**src/rtl/sreg_bridge_pkg.sv**
```systemverilog
package sreg_bridge_pkg;
  localparam int HDW     = 32;
  localparam int HAW     = 5;
  localparam int SAW     = 8;
  localparam int SDW     = 8;
  localparam int NIRQ    = 2;

  // word indices of host registers (byte offset >> 2)
  localparam logic [2:0] W_ID   = 3'd0;
  localparam logic [2:0] W_CTL  = 3'd1;
  localparam logic [2:0] W_LDAT = 3'd2;
  localparam logic [2:0] W_UDAT = 3'd3;
  localparam logic [2:0] W_IEN  = 3'd4;
  localparam logic [2:0] W_IFLG = 3'd5;

  localparam int B_BUSY  = 31;
  localparam int B_SIZE  = 25;
  localparam int B_DIR   = 24;
  localparam int B_BENHI = 20;
  localparam int B_BENLO = 16;

  typedef struct packed {
    logic           size;
    logic           rd;
    logic [3:0]     ben_hi;
    logic [3:0]     ben_lo;
    logic [SAW-1:0] addr;
  } cmd_t;
endpackage

```
**src/rtl/sreg_seq.sv**
```systemverilog
module sreg_seq #(
  parameter int LAT = 6
) (
  input  logic clk_i,
  input  logic rst_ni,
  input  logic launch_i,
  input  logic rd_i,
  input  logic lane_i,
  output logic busy_o,
  output logic stb_o,
  output logic we_o,
  output logic cap_o
);
  localparam int CW = (LAT > 1) ? $clog2(LAT) : 1;
  localparam logic [CW-1:0] CNT_INIT = CW'(LAT - 1);

  logic          busy_q, rd_q, lane_q;
  logic [CW-1:0] cnt_q;

  always_ff @(posedge clk_i or negedge rst_ni) begin
    if (!rst_ni) begin
      busy_q <= 1'b0;
      rd_q   <= 1'b0;
      lane_q <= 1'b0;
      cnt_q  <= '0;
    end else if (!busy_q) begin
      if (launch_i) begin
        busy_q <= 1'b1;
        rd_q   <= rd_i;
        lane_q <= lane_i;
        cnt_q  <= CNT_INIT;
      end
    end else if (cnt_q == '0) begin
      busy_q <= 1'b0;
    end else begin
      cnt_q <= cnt_q - 1'b1;
    end
  end

  assign busy_o = busy_q;
  assign stb_o  = busy_q && (cnt_q == '0);
  assign we_o   = stb_o && !rd_q && lane_q;
  assign cap_o  = stb_o && rd_q && lane_q;
endmodule

```
**src/rtl/sreg_irq.sv**
```systemverilog
module sreg_irq #(
  parameter int NSRC = 2
) (
  input  logic            clk_i,
  input  logic            rst_ni,
  input  logic [NSRC-1:0] src_i,
  input  logic            en_wr_i,
  input  logic            clr_wr_i,
  input  logic [NSRC-1:0] wdata_i,
  output logic [NSRC-1:0] en_o,
  output logic [NSRC-1:0] flg_o,
  output logic            irq_o
);
  logic [NSRC-1:0] en_q, flg_q, src_q;

  always_ff @(posedge clk_i or negedge rst_ni) begin
    if (!rst_ni) begin
      en_q  <= '0;
      src_q <= '0;
    end else begin
      src_q <= src_i;
      if (en_wr_i) en_q <= wdata_i;
    end
  end

  for (genvar i = 0; i < NSRC; i++) begin : g_flag
    logic set_w, clr_w;
    assign set_w = src_i[i] && !src_q[i];
    assign clr_w = clr_wr_i && wdata_i[i];
    always_ff @(posedge clk_i or negedge rst_ni) begin
      if (!rst_ni)    flg_q[i] <= 1'b0;
      else if (set_w) flg_q[i] <= 1'b1;  // set beats clear
      else if (clr_w) flg_q[i] <= 1'b0;
    end
  end

  assign en_o  = en_q;
  assign flg_o = flg_q;
  assign irq_o = |(flg_q & en_q);
endmodule

```
**src/rtl/sreg_bridge.sv**
```systemverilog
module sreg_bridge
  import sreg_bridge_pkg::*;
#(
  parameter int          LAT      = 6,
  parameter logic [31:0] ID_VALUE = 32'h5B_1D_0001
) (
  input  logic           clk_i,
  input  logic           rst_ni,
  input  logic           hsel_i,
  input  logic           hwr_i,
  input  logic [HAW-1:0] haddr_i,
  input  logic [HDW-1:0] hwdata_i,
  output logic [HDW-1:0] hrdata_o,
  output logic           sub_stb_o,
  output logic           sub_we_o,
  output logic [SAW-1:0] sub_addr_o,
  output logic [SDW-1:0] sub_wdata_o,
  input  logic [SDW-1:0] sub_rdata_i,
  input  logic           sub_irq_i,
  output logic           irq_o
);
  cmd_t            cmd_q;
  logic [HDW-1:0]  ldat_q, udat_q;
  logic            busy_q, cap_w, done_w;
  logic [2:0]      widx;
  logic            wr_w, ctl_wr, ldat_wr, launch_w, seq_rd, seq_lane;
  logic [NIRQ-1:0] ien_q, iflg_q;

  assign widx    = haddr_i[HAW-1:2];
  assign wr_w    = hsel_i && hwr_i;
  assign ctl_wr  = wr_w && (widx == W_CTL)  && !busy_q;
  assign ldat_wr = wr_w && (widx == W_LDAT) && !busy_q;

  assign launch_w = (ctl_wr && hwdata_i[B_DIR]) || (ldat_wr && !cmd_q.rd);
  assign seq_rd   = ctl_wr ? hwdata_i[B_DIR]   : cmd_q.rd;
  assign seq_lane = ctl_wr ? hwdata_i[B_BENLO] : cmd_q.ben_lo[0];

  always_ff @(posedge clk_i or negedge rst_ni) begin
    if (!rst_ni) begin
      cmd_q  <= '0;
      ldat_q <= '0;
      udat_q <= '0;
    end else begin
      if (ctl_wr) begin
        cmd_q.size   <= hwdata_i[B_SIZE];
        cmd_q.rd     <= hwdata_i[B_DIR];
        cmd_q.ben_hi <= hwdata_i[B_BENHI +: 4];
        cmd_q.ben_lo <= hwdata_i[B_BENLO +: 4];
        cmd_q.addr   <= hwdata_i[SAW-1:0];
      end
      if (ldat_wr) ldat_q <= hwdata_i;
      else if (cap_w) ldat_q[SDW-1:0] <= sub_rdata_i;
      if (wr_w && widx == W_UDAT) udat_q <= hwdata_i;
    end
  end

  sreg_seq #(.LAT(LAT)) seq_i (
    .clk_i    (clk_i),
    .rst_ni   (rst_ni),
    .launch_i (launch_w),
    .rd_i     (seq_rd),
    .lane_i   (seq_lane),
    .busy_o   (busy_q),
    .stb_o    (done_w),
    .we_o     (sub_we_o),
    .cap_o    (cap_w)
  );

  assign sub_stb_o   = done_w;
  assign sub_addr_o  = cmd_q.addr;
  assign sub_wdata_o = ldat_q[SDW-1:0];

  sreg_irq #(.NSRC(NIRQ)) irq_i (
    .clk_i    (clk_i),
    .rst_ni   (rst_ni),
    .src_i    ({sub_irq_i, done_w}),
    .en_wr_i  (wr_w && widx == W_IEN),
    .clr_wr_i (wr_w && widx == W_IFLG),
    .wdata_i  (hwdata_i[NIRQ-1:0]),
    .en_o     (ien_q),
    .flg_o    (iflg_q),
    .irq_o    (irq_o)
  );

  always_comb begin
    hrdata_o = '0;
    if (hsel_i && !hwr_i) begin
      unique case (widx)
        W_ID:   hrdata_o = ID_VALUE;
        W_CTL: begin
          hrdata_o[B_BUSY]         = busy_q;
          hrdata_o[B_SIZE]         = cmd_q.size;
          hrdata_o[B_DIR]          = cmd_q.rd;
          hrdata_o[B_BENHI +: 4]   = cmd_q.ben_hi;
          hrdata_o[B_BENLO +: 4]   = cmd_q.ben_lo;
          hrdata_o[SAW-1:0]        = cmd_q.addr;
        end
        W_LDAT: hrdata_o = ldat_q;
        W_UDAT: hrdata_o = udat_q;
        W_IEN:  hrdata_o[NIRQ-1:0] = ien_q;
        W_IFLG: hrdata_o[NIRQ-1:0] = iflg_q;
        default: hrdata_o = '0;
      endcase
    end
  end
endmodule

```
**config.mk**
```make
export PLATFORM = sky130hd
export DESIGN_NAME = sreg_bridge
export DESIGN_NICKNAME = d
export VERILOG_FILES = /design/src/rtl/sreg_bridge_pkg.sv /design/src/rtl/sreg_seq.sv /design/src/rtl/sreg_irq.sv /design/src/rtl/sreg_bridge.sv
export SDC_FILE = /design/constraint.sdc
export NUM_CORES = 1
export LEC_CHECK = 0
export ABC_AREA = 1
export CAP_MARGIN = 20
export CORE_MARGIN = 2
export CORE_UTILIZATION = 40
export CTS_CLUSTER_DIAMETER = 50
export CTS_CLUSTER_SIZE = 16
export DETAILED_ROUTE_END_ITERATION = 16
export DONT_BUFFER_PORTS = 1
export SETUP_SLACK_MARGIN = 0.1
export SLEW_MARGIN = 25
export SYNTH_ARGS = -nofsm -noshare
export SYNTH_HDL_FRONTEND = slang
export SYNTH_SLANG_ARGS = --single-unit
```
**constraint.sdc**
```tcl
create_clock -name clk_i -period 2.8 [get_ports clk_i]
set_input_delay 0.7 -clock clk_i [delete_from_list [all_inputs] [get_ports clk_i]]
set_output_delay 0.7 -clock clk_i [all_outputs]
set_load 0.02 [all_outputs]
```
==> results.cfg, run 1 <==
[sta]
fin_skew_ps = 7.34
finalMaxSlewViolations = 0
max_slew_margin_pct = 58.9
tightest_slew_ps = 617
grt_setup_unrepaired = no
final.period_utilization_pct = 88.8
period_needed_ps = 2490
fmax_ghz = 0.402
setup_viol = 0
finalSetupTns_ps = 0
hold_viol = 0

[die]
floorplan.initialDensity_pct = 40.5
dieArea_sq_mm = 0.0123
dieWidth_microns = 111
row_count = 39
coreArea_sq_mm = 0.0113
pin_count = 101
chipHeight_microns = 111

[finish]
mostFrequentLayoutCells = 234 x nand2_1, 94 x dfrtp_1, 62 x inv_1
syn_to_final_growth_pct = 11.4
finish.instance_area_sq_mm = 0.00510
layout.nets = 651
layout_commonest_cell = nand2_1
antenna_cells = 0
fin_cells = 747
drive_above_1_share_pct = 8.61

[placed_design]
gp_congestion = 0.788
port_buffers = 0
dp_hpwl_mm = 6.76
dp.cells = 731
placed_area_sq_mm = 0.00479

[detailed_routing]
viasPerCell = 4.93
wirelength_mm = 10.9
drt_iter0_markers = 168
antenna_left = 0
wl_per_cell_microns = 14.6
dr.pass1.iters = 4
vias = 3681
drc = 0

[clocking]
cts_buffers = 9
post_cts_buffers = 0
h-tree-depth = 3
clock-root-buffer = clkbuf_16
cts_buffer_depth = 2
cts_tree = done
cts.sinks = 94
clk_latency_ps = 340
cts_resized = 0
ctsHoldBuffers = 0
clk_pin_slew_ps = 60

[logic_synthesis]
netlist_area_sq_mm = 0.00458
avgSynthCellArea_sq_um = 7.61
ys_types = 24
synth_top_area_share_pct = 51.3
synth.top_cells.by_area = dfrtp_1 51%, nand2_1 19%, o21ai_0 5.6%
synth-seq-cells = 94
seq_area_frac_synth_pct = 51.3
synth_nets = 654
synth_warnings = 0
yosysTopAreaCell = dfrtp_1
synthCells = 602

[worst_setup_path]
critPathLaunchType = input pin
startpoint = haddr_i[2]
path_class = input pin to primary output
cp.required_ps = 2100
worst_r2r_startpoint = seq_i.cnt_q[0]
critPathArrivalTime_ps = 1790
crit_path_end_kind = primary output
cp_max_fo = 9

[run]
drv_cap = 0

[global_routing]
grt_pass1_vias = 3612
grt_overflow = 0
gr-usage-all-layers_pct = 18.7
antenna_found_initial = 0
grt_max_degree = 95
grt_pass1_wl_mm = 18.2

[power]
powerDensity_mw_per_mm2 = 833
p_total_w = 0.00425
ir_worst_vdd_v = 0.000365
power_leakage_nw = 2.71

[worst_hold_path]
hold_class = input pin to async pin

[status]
status = finished, final reports clean
-- layout make-up --
type,instances,area (sq um)
fillers,1145,6220
flip-flops and latches,94,2350
multi-input cells,401,1740
repair buffers,30,275
clock buffers,12,246
inverters,63,236
well taps,143,179
clock inverters,4,70.1
-- cells by family after synthesis --
group / after synthesis / share of synthesized area [%]
AND/OR/NAND/NOR: 307 / 27.0
buffers and inverters: 107 / 10.8
flip-flops: 94 / 51.3
AO/OA/AOI/OAI: 91 / 10.2
adder cells (fa/ha/maj): 2 / 0.546
XOR/XNOR: 1 / 0.191
-- final timing paths --
check                      slack, ps              to  depth (start not counted)
max reg2reg                     1030       ldat_q[1]                         10
min                               50      ldat_q[30]                          0
max in group asynchronous       2620       ldat_q[2]                          0
max                              310    hrdata_o[16]                          6
min in group clk_i               380  irq_i.src_q[1]                          0
min reg2reg                      430  irq_i.flg_o[1]                          1
-- flip-flops by register name, summed over array words and instances (netlist names) --
name and cells:
ldat_q 32, udat_q 32, seq_i.rd_q 1, irq_i.src_q 2
cmd_q 10, seq_i.busy_o 1, irq_i.en_o 2, irq_i.flg_o 2
sub_addr_o 8, seq_i.cnt_q 3, seq_i.lane_q 1
-- where the power goes --
part | switching (W) | leakage, nW | internal, W
logic | 0.000418 | 1.36 | 0.000313
registers | 0.000419 | 1.19 | 0.00180
clock network | 0.000497 | 0.157 | 0.000804
total | 0.00133 | 2.71 | 0.00292
-- through the flow --
step / util [%] / worst slack (ps) / hold slack (ps)
2_1_floorplan: - / 305 / 400
3_3_place_gp: 42.3 / 359 / 407
3_5_place_dp: 42.3 / 327 / 408
4_1_cts: 45.1 / 319 / 35.0
5_1_grt: 45.1 / 187 / 29.8
6_report: 45.1 / 314 / 53.2
-- worst max-delay path, stage by stage --
cell and delay [ps]:
nor2_1 210, nand2_1 350, nand2_1 160, nor2_1 60, nor2_1 130, buf_4 170
-- synthesized netlist by cell type, drive strengths merged --
| cell | instances |
|---|---|
| or2 | 1 |
| a21oi | 8 |
| inv | 62 |
| nor2 | 27 |
| o21ai | 79 |
| nand4 | 2 |
| a22oi | 2 |
| clkbuf | 13 |
| buf | 31 |
| ha | 2 |
| nand3 | 39 |
| xnor2 | 1 |
| dfrtp | 94 |
| nor3 | 1 |
| a31oi | 1 |
| a22o | 1 |
| clkinv | 1 |
| nand2 | 237 |
-- routing by layer --
| layer | GRT usage, % | wire [microns] | up-vias |
|---|---|---|---|
| li1 | - | - | 1856 |
| met5 | 0 | 0 | - |
| met4 | 7.65 | 165 | 0 |
| met3 | 4.70 | 522 | 15 |
| met1 | 25.3 | 5220 | 1720 |
| met2 | 28.8 | 5000 | 90 |
No activity file was read; power rests on OpenSTA's default activity.
==> run 2: changes to the inputs <==
- CORE_MARGIN: 2 -> default
- SKIP_LAST_GASP: default -> 1
==> results.cfg, run 2 (synthesis gave the netlist of run 1 again) <==
[power]
powerDensity_mw_per_mm2 = 811
p_switching_w = 0.00134
sw_frac_of_total_pct = 32.4
p_clk_share_pct = 28.4
p_comb_share_pct = 17.7
p_seq_share_pct = 53.9
p_int_w = 0.00278
power_leakage_nw = 2.69
ir_worst_vdd_v = 0.000296

[die]
coreArea_sq_mm = 0.0110
floorplan.initialDensity_pct = 41.7
chipHeight_microns = 109
dieWidth_microns = 109
pin_count = 101
dieArea_sq_mm = 0.0119
row_count = 38

[worst_setup_path]
crit_path_end_kind = primary output
path_class = input pin to primary output
critPathLaunchType = input pin
cp.buffers_inverters = 1
cp.required_ps = 2100
crit_family = simple AND/OR/NAND/NOR gates
cp_max_fo = 9
path_common_cell = nor2_1
timing.critical_path.slowest_cell_delay_ps = 330
critPathArrivalTime_ps = 1730
cp_cell_sequence = nor2_1 -> nand2_1 -> nand2_1 -> nor2_1 -> nor2_1 -> buf_4
slowest_stage = nand2_1

[global_routing]
gr-usage-all-layers_pct = 19.4
grt_pass1_vias = 3523
antenna_found_initial = 0
grt_pass1_wl_mm = 17.4
grt_max_degree = 95
grt_overflow = 0

[clocking]
clock-root-buffer = clkbuf_16
post_cts_buffers = 0
clk_pin_slew_ps = 60
clk_latency_ps = 340
cts_tree = done
cts_buffer_depth = 2
cts_resized = 0
h-tree-depth = 3
cts.sinks = 94
cts_buffers = 9
ctsHoldBuffers = 0

[sta]
setup_slack_ps = 374
fmax_ghz = 0.412
setup_viol = 0
grt_setup_unrepaired = no
finalSetupTns_ps = 0
final.period_utilization_pct = 86.6
finalMaxSlewViolations = 0
period_needed_ps = 2430
fin_skew_ps = 7.93
max_slew_margin_pct = 70.0
hold_viol = 0
tightest_slew_ps = 449

[detailed_routing]
wl_per_cell_microns = 14.5
antenna_left = 0
dr.pass1.iters = 5
drt_iter0_markers = 200
vias = 3714
viasPerCell = 5.00
wirelength_mm = 10.8
drc = 0

[placed_design]
place_worst_setup_slack_ps = 358
dp_hpwl_mm = 6.79
port_buffers = 0
dp.cells = 728
gp_congestion = 0.818

[finish]
fin_cells = 743
layout.nets = 651
syn_to_final_growth_pct = 10.9
antenna_cells = 0
layout_commonest_cell = nand2_1
drive_above_1_share_pct = 8.62
fillers = 1098
largestRegisters = ldat_q (32), udat_q (32), cmd_q (10)
mostFrequentLayoutCells = 234 x nand2_1, 94 x dfrtp_1, 62 x inv_1
utilization_pct = 46.3

[status]
status = finished, final reports clean

[run]
drv_cap = 0

[worst_hold_path]
hold_class = input pin to async pin
[run 2: changes by cell type in the layout (fill, tap and decap cells not counted)]
cell,before,now
buf_12,4,5
buf_4,26,25
clkbuf_1,2,1
clkinv_2,2,0
bufinv_16,2,0
clkinv_4,0,1
clkbuf_8,1,3
clkinvlp_4,0,1
[run 2: cell type report]
type,count,area (sq um),area share (%)
Timing Repair Buffer,30,288,5.66
Clock buffer,13,270,5.32
Inverter,63,236,4.65
Sequential cell,94,2350,46.3
Multi-Input combinational cell,401,1740,34.3
Tap cell,140,175,3.45
Clock inverter,2,16.3,0.320
[run 2: through the flow]
| stage | instance area (sq um) | hold WS [ps] | total power (W) |
|---|---|---|---|
| 5_1_grt | 5080 | 39.7 | 0.00440 |
| 3_5_place_dp | 4790 | 408 | 0.00298 |
| 2_1_floorplan | 4580 | 400 | 0.00290 |
| 6_report | 5080 | 53.2 | 0.00412 |
| 4_1_cts | 5080 | 40.8 | 0.00416 |
| 3_3_place_gp | 4790 | 407 | 0.00293 |
[run 2: final timing paths]
| check | startpoint | to | slack, ps | depth (start not counted) |
|---|---|---|---|---|
| worst max-delay path | haddr_i[2] | hrdata_o[18] | 370 | 6 |
| worst max register to register | seq_i.cnt_q[0] | ldat_q[3] | 1030 | 10 |
| min in group clk_i | sub_irq_i | irq_i.src_q[1] | 390 | 0 |
| worst min-delay path | rst_ni | udat_q[13] | 50 | 0 |
| worst min register to register | irq_i.src_q[1] | irq_i.flg_o[1] | 420 | 1 |
| max in group asynchronous | rst_ni | sub_addr_o[4] | 2630 | 0 |
[run 2: power by group through the flow]
| stage | registers (W) | clock network, W | logic (W) |
|---|---|---|---|
| after floorplan | 0.00203 | 0 | 0.000873 |
| after global placement | 0.00222 | 0 | 0.000708 |
| after detailed placement | 0.00224 | 0 | 0.000740 |
| after CTS | 0.00222 | 0.00120 | 0.000743 |
| after global routing | 0.00228 | 0.00125 | 0.000863 |
| final | 0.00222 | 0.00117 | 0.000731 |
[run 2: per-layer routing]
metal | part of all wire [%] | routed length [microns] | GRT usage, % | vias up
met3 | 5.3 | 570 | 3.71 | 11
met4 | 1.3 | 145 | 7.24 | 0
met5 | 0 | 0 | 0 | -
li1 | - | - | - | 1853
met1 | 48 | 5170 | 26.1 | 1756
met2 | 45 | 4880 | 30.9 | 94
